File: config.mk
export PLATFORM = sky130hd
export DESIGN_NAME = oneshot_timer_chan
export DESIGN_NICKNAME = d
export VERILOG_FILES = /design/src/rtl/timer_chan_pkg.sv /design/src/rtl/timer_gate_edge.sv /design/src/rtl/timer_count_unit.sv /design/src/rtl/timer_chan_ctrl.sv /design/src/rtl/oneshot_timer_chan.sv
export SDC_FILE = /design/constraint.sdc
export NUM_CORES = 1
export LEC_CHECK = 0
export ABC_CLOCK_PERIOD_IN_PS = 3600
export BUFFER_PORTS_ARGS = -buffer_cell sky130_fd_sc_hd__buf_2
export CAP_MARGIN = 30
export CORE_UTILIZATION = 40
export CTS_CLUSTER_SIZE = 30
export DETAILED_ROUTE_END_ITERATION = 8
export GPL_TIMING_DRIVEN = 0
export PLACE_DENSITY = 0.61
export SLEW_MARGIN = 20
export SYNTH_ARGS = -nofsm -noshare
export SYNTH_HDL_FRONTEND = slang
export SYNTH_HIERARCHICAL = 1
export SYNTH_SLANG_ARGS = --single-unit
File: constraint.sdc
create_clock -name clk -period 3.6 [get_ports clk]
set_clock_uncertainty 0.1 [all_clocks]
set_input_delay 0.72 -clock clk [delete_from_list [all_inputs] [get_ports clk]]
set_output_delay 0.72 -clock clk [all_outputs]
set_load 0.05 [all_outputs]
File: src/rtl/timer_chan_pkg.sv
package timer_chan_pkg;

   typedef enum logic [1:0] {
      MODE_TC_FLAG  = 2'b00,
      MODE_ONESHOT  = 2'b01,
      MODE_STROBE   = 2'b10,
      MODE_STROBE_B = 2'b11
   } tmode_e;

   function automatic logic mode_is_flag(input tmode_e m);
      return m == MODE_TC_FLAG;
   endfunction

   function automatic logic mode_is_strobe(input tmode_e m);
      return m[1];
   endfunction

endpackage

File: src/rtl/timer_gate_edge.sv
module timer_gate_edge #(
   parameter int STAGES = 1
) (
   input  logic clk,
   input  logic rst_n,
   input  logic gate_in,
   output logic level,
   output logic rise
);
   if (STAGES < 1) begin : g_bad_stages
      $error("timer_gate_edge: STAGES must be at least 1");
   end

   logic [STAGES-1:0] sh_q;
   logic              prev_q;

   always_ff @(posedge clk) begin
      if (!rst_n) begin
         sh_q   <= '0;
         prev_q <= 1'b0;
      end else begin
         sh_q   <= (sh_q << 1) | STAGES'(gate_in);
         prev_q <= sh_q[STAGES-1];
      end
   end

   assign level = sh_q[STAGES-1];
   assign rise  = sh_q[STAGES-1] & ~prev_q;
endmodule

File: src/rtl/timer_count_unit.sv
module timer_count_unit #(
   parameter int W = 16
) (
   input  logic         clk,
   input  logic         rst_n,
   input  logic         store,
   input  logic [W-1:0] store_val,
   input  logic         load,
   input  logic         dec,
   input  logic         bcd,
   output logic [W-1:0] cnt,
   output logic         at_one
);
   localparam int DIGITS = W / 4;

   if (W % 4 != 0 || W < 4) begin : g_bad_width
      $error("timer_count_unit: W must be a positive multiple of 4");
   end

   logic [W-1:0] cnt_q;
   logic [W-1:0] rel_q;
   logic [W-1:0] bin_nx;
   logic [W-1:0] bcd_nx;

   assign bin_nx = cnt_q - W'(1);

   for (genvar i = 0; i < DIGITS; i++) begin : g_digit
      logic [3:0] d;
      logic       brw;
      assign d = cnt_q[4*i +: 4];
      if (i == 0) begin : g_lsd
         assign brw = 1'b1;
      end else begin : g_upper
         assign brw = (cnt_q[4*i-1:0] == '0);
      end
      assign bcd_nx[4*i +: 4] = brw ? ((d == 4'd0) ? 4'd9 : d - 4'd1) : d;
   end

   always_ff @(posedge clk) begin
      if (!rst_n) begin
         cnt_q <= '0;
         rel_q <= '0;
      end else begin
         if (store) rel_q <= store_val;
         if (load)
            cnt_q <= rel_q;
         else if (dec)
            cnt_q <= bcd ? bcd_nx : bin_nx;
      end
   end

   assign cnt    = cnt_q;
   assign at_one = (cnt_q == W'(1));
endmodule

File: src/rtl/timer_chan_ctrl.sv
module timer_chan_ctrl
   import timer_chan_pkg::*;
(
   input  logic       clk,
   input  logic       rst_n,
   input  logic       tick,
   input  logic       gate_lvl,
   input  logic       gate_rise,
   input  logic       mode_wr,
   input  logic [1:0] mode_code,
   input  logic       bcd_sel,
   input  logic       first_byte,
   input  logic       reload_done,
   input  logic       cnt_at_one,
   output logic       load_cnt,
   output logic       dec_cnt,
   output logic       out_o,
   output logic       bcd_o,
   output logic [1:0] mode_o
);
   tmode_e mode_q;
   logic   bcd_q, armed_q, pend_q, run_q, out_q;
   logic   busy, tick_ok, is_flag, is_strobe, trig, tc;

   assign is_flag   = mode_is_flag(mode_q);
   assign is_strobe = mode_is_strobe(mode_q);
   assign busy      = mode_wr | first_byte | reload_done;
   assign tick_ok   = tick & ~busy;
   assign load_cnt  = tick_ok & pend_q;
   assign dec_cnt   = tick_ok & ~pend_q & run_q & (gate_lvl | ~is_flag);
   assign tc        = dec_cnt & cnt_at_one;
   assign trig      = gate_rise & armed_q & ~is_flag & ~busy;

   always_ff @(posedge clk) begin
      if (!rst_n) begin
         mode_q  <= MODE_TC_FLAG;
         bcd_q   <= 1'b0;
         armed_q <= 1'b0;
         pend_q  <= 1'b0;
         run_q   <= 1'b0;
         out_q   <= 1'b1;
      end else if (mode_wr) begin
         mode_q  <= tmode_e'(mode_code);
         bcd_q   <= bcd_sel;
         armed_q <= 1'b0;
         pend_q  <= 1'b0;
         run_q   <= 1'b0;
         out_q   <= (tmode_e'(mode_code) != MODE_TC_FLAG);
      end else if (first_byte) begin
         pend_q <= 1'b0;
         run_q  <= 1'b0;
      end else if (reload_done) begin
         run_q   <= 1'b0;
         pend_q  <= is_flag;
         armed_q <= ~is_flag;
         out_q   <= ~is_flag;
      end else begin
         if (load_cnt) begin
            pend_q <= 1'b0;
            run_q  <= 1'b1;
         end
         if (tc)
            out_q <= ~is_strobe;
         else if (tick_ok && is_strobe && !out_q)
            out_q <= 1'b1;
         if (trig) begin
            pend_q <= 1'b1;
            if (mode_q == MODE_ONESHOT) out_q <= 1'b0;
         end
      end
   end

   assign out_o  = out_q;
   assign bcd_o  = bcd_q;
   assign mode_o = mode_q;
endmodule

File: src/rtl/oneshot_timer_chan.sv
module oneshot_timer_chan #(
   parameter int CNT_W       = 16,
   parameter int GATE_STAGES = 1
) (
   input  logic             clk,
   input  logic             rst_n,
   input  logic             tick,
   input  logic             gate,
   input  logic             mode_wr,
   input  logic [1:0]       mode_code,
   input  logic             bcd_sel,
   input  logic             first_byte,
   input  logic             reload_done,
   input  logic [CNT_W-1:0] reload_val,
   output logic             out_pin,
   output logic [CNT_W-1:0] count_q
);
   logic       gate_lvl, gate_rise, load_cnt, dec_cnt, at_one, bcd_q;
   logic [1:0] mode_q;

   timer_gate_edge #(.STAGES(GATE_STAGES)) u_gate (
      .clk(clk), .rst_n(rst_n), .gate_in(gate),
      .level(gate_lvl), .rise(gate_rise)
   );

   timer_chan_ctrl u_ctrl (
      .clk(clk), .rst_n(rst_n), .tick(tick),
      .gate_lvl(gate_lvl), .gate_rise(gate_rise),
      .mode_wr(mode_wr), .mode_code(mode_code), .bcd_sel(bcd_sel),
      .first_byte(first_byte), .reload_done(reload_done),
      .cnt_at_one(at_one), .load_cnt(load_cnt), .dec_cnt(dec_cnt),
      .out_o(out_pin), .bcd_o(bcd_q), .mode_o(mode_q)
   );

   timer_count_unit #(.W(CNT_W)) u_cnt (
      .clk(clk), .rst_n(rst_n), .store(reload_done & ~mode_wr),
      .store_val(reload_val), .load(load_cnt), .dec(dec_cnt),
      .bcd(bcd_q), .cnt(count_q), .at_one(at_one)
   );
endmodule

==> results.tsv <==
stage	metric	value	unit
placement	dpl hpwl	4394	microns
synth	sequential area share after synthesis	34.20	%
sta	setup ws final	0.1862	ns
detailed_routing	Routed Antenna Nets	0	
power_and_ir_drop	total chip power	0.8707	mW
cts	clk buf depth	2	
sta	final setup vio count	0	
setup_path	crit end category	flop	
floorplan	row cnt	27	
synth	Synth cell types	66	
final_layout	n_diodes	0	
floorplan	Die Ht	79.46	microns
setup_path	reg-to-reg critical path startpoint	u_ctrl/mode_o[1]	
final_layout	P&R area growth vs syn	15.95	%
sta	fin. max-slew vios	0	
detailed_routing	DRT Pass-1 Iters	4	
cts	worst-skew pair later-pin latency	0.29	ns
power_and_ir_drop	worst vdd ir	0.1387	mV
setup_path	Top cell by count, worst path	a21oi_1	
setup_path	CP max-delay cell	or4b_4	
floorplan	Initial Utilization	42.54	%
global_routing	vias in the first global route	2063	
synth	Synth Net Count	307	
cts	Reg clk slew, reported paths	0.08	ns
sta	Final Hold Vio Count	0	
sta	worst slew pin tran	0.8370	ns
setup_path	Critical Path RT	3.68	ns
global_routing	largest net degree at the start of global routing	13	
detailed_routing	via count	2232	
power_and_ir_drop	Pleak	1.146	nW
sta	minimum clock period	3.414	ns
placement	port buffer count	42	
sta	setup_tns	0	ns
detailed_routing	Routed WL	6089	microns
setup_path	crit-path cells	buf_2 > buf_6 > or4b_4 > nor4b_1 > clkbuf_1 > or3b_2 > a21oi_1 > a21oi_1 > o31a_1	
sta	Max Clk Rate	292.9	MHz
synth	mapped cell area	2400	sq um
setup_path	Max FO, Critical Path	10	
worst_hold_path	HP Class	reg -> reg	
sta	slew margin rel.	44.20	%
final_layout	NumNets Final	356	
run_status	status	finished, final reports clean	
cts	clock root cell	clkbuf_8	
setup_path	worst setup path start	mode_wr	
floorplan	Ports	43	
synth	Ys Warns	6	
synth	Synth Register Bits	41	
global_routing	first-pass GRT wire length	9825	microns
floorplan	die footprint	6313	sq um
placement	Placement Cell Area	2700	sq um
detailed_routing	Vias/cell	5.580	
sta	Tcrit/Tclk final	94.83	%
synth	Syn Inst Count	278	
cts	# resized after CTS	0	
cts	cts hold-fix bufs	0	
placement	placed cells	392	
placement	pre-CTS setup slack	-0.1047	ns
synth	Main synth FF type	dfxtp_1	
sta	WHS	0.3813	ns
cts	H-tree depth	2	
job	max-cap viol count	0	
cts	CTS Buf Count	5	
final_layout	filler instances	580	
setup_path	Max stage delay on crit path	0.58	ns
placement	RePlAce Congestion	0.8315	
cts	postcts setup bufs	0	
global_routing	antenna violations before repair	0	
setup_path	Crit Path Class	in -> reg	
global_routing	Overflow after GRT	0	
global_routing	Tot GR Track Use	20.01	%
detailed_routing	Iter 0 DRT Violations	161	
detailed_routing	drt wl/cell	15.22	microns
final_layout	layout cells sized above 1	21.04	%
sta	RSZ-0062 raised after global routing	no	
setup_path	CP arrival	3.50	ns
cts	TritonCTS clock tree	built	
synth	asr flop ratio synth	0	%
synth	Post-synth EDFFs	0	
worst_hold_path	worst hold start	u_cnt/rel_q[0]	
final_layout	Final Instance Count excl. Fillers	400	
floorplan	core area	5642	sq um
detailed_routing	DRC viols	0	
setup_path	Setup crit start kind	input port	
final_layout	Layout Utilization	49.32	%
cts	clock sinks	41	
floorplan	chip width	79.46	microns
synth	post-synthesis average cell area	8.632	sq um
final_layout	design area	2783	sq um
power_and_ir_drop	Power Density	312.9	nW/um^2
==> critical path, delay by kind of cell <==
kind	cells	cell delay, ns
simple gates	3	1.39
compound gates	3	0.78
buf+inv	3	0.60
==> synth_stat cells (5+ instances only) <==
cell type  instances  area, sq um
a21oi_1           13        65.06
nor3_1            11        55.05
clkbuf_1          12        45.04
dfxtp_1           41        820.8
nand3_1            8        40.04
o21ai_0            9        45.04
nand2_1           18        67.56
inv_1             10        37.54
nor2_1            30        112.6
nor2b_1            5        31.28
and2_1             5        31.28
a211oi_1           6        45.04
mux2i_1           20        200.2
==> cells in the final DEF (no fill, tap or decap), types with 6 or more instances in the layout <==
cell type   n
a211oi_1    6
a21oi_1    13
buf_2      42
clkbuf_1   13
clkbuf_8    7
dfxtp_1    41
inv_1      10
mux2i_1    20
nand2_1    18
nand3_1     8
nor2_1     30
nor3_1     11
o21ai_0     9
==> metal layers <==
layer	GRT usage, %	share of wire [%]	vias to the layer above
met3	3.086	4.8	5
met1	26.68	48	1034
li1	-	-	1131
met2	33.42	47	62
met4	5.091	0.74	0
met5	0	0	-
==> sequential cells by signal (all words and copies together) (netlist names) <==
| name | flops |
|---|---|
| u_ctrl/mode_o | 2 |
| u_ctrl/bcd_o | 1 |
| u_ctrl/run_q | 1 |
| u_ctrl/out_o | 1 |
| u_ctrl/pend_q | 1 |
| u_gate/level | 1 |
| u_ctrl/armed_q | 1 |
| u_gate/prev_q | 1 |
| u_cnt/rel_q | 16 |
| u_cnt/cnt | 16 |
==> layout make-up <==
class	instances	area [sq um]	share of cell area (%)
Clock inverter	2	10.01	0.3597
Sequential cell	41	820.8	29.50
Timing Repair Buffer	42	210.2	7.554
Clock buffer	6	72.57	2.608
Tap cell	72	90.09	3.237
Multi-Input combinational cell	210	1450	52.11
Buffer	17	91.34	3.282
Inverter	10	37.54	1.349
==> power by group <==
group	leakage [nW]	internal [mW]	total, mW	switching (mW)
sequential	0.334	0.467	0.476	0.00985
clock	0.0450	0.135	0.294	0.159
combinational	0.768	0.0456	0.101	0.0551
total	1.15	0.647	0.871	0.224
==> final timing paths <==
path	cells after the start	to	slack (ns)
max	9	u_cnt/cnt[8]	0.19
min	2	u_cnt/cnt[0]	0.38
max reg2reg	7	u_cnt/cnt[8]	1.05
min reg2reg	2	u_cnt/cnt[0]	0.38
==> cell families (layout without fill, tap and decap cells) <==
| logic type | after synthesis | after routing | share of synthesized area, % |
|---|---|---|---|
| AO/OA/AOI/OAI | 67 | 67 | 21.85 |
| flip-flops | 41 | 41 | 34.20 |
| AND/OR/NAND/NOR | 116 | 116 | 27.11 |
| XOR/XNOR | 3 | 3 | 1.095 |
| adder cells (fa/ha/maj) | 3 | 3 | 1.564 |
| buffers and inverters | 27 | 77 | 5.370 |
| multiplexers | 21 | 21 | 8.811 |
Note: power is estimated with default switching activity, not from simulation.
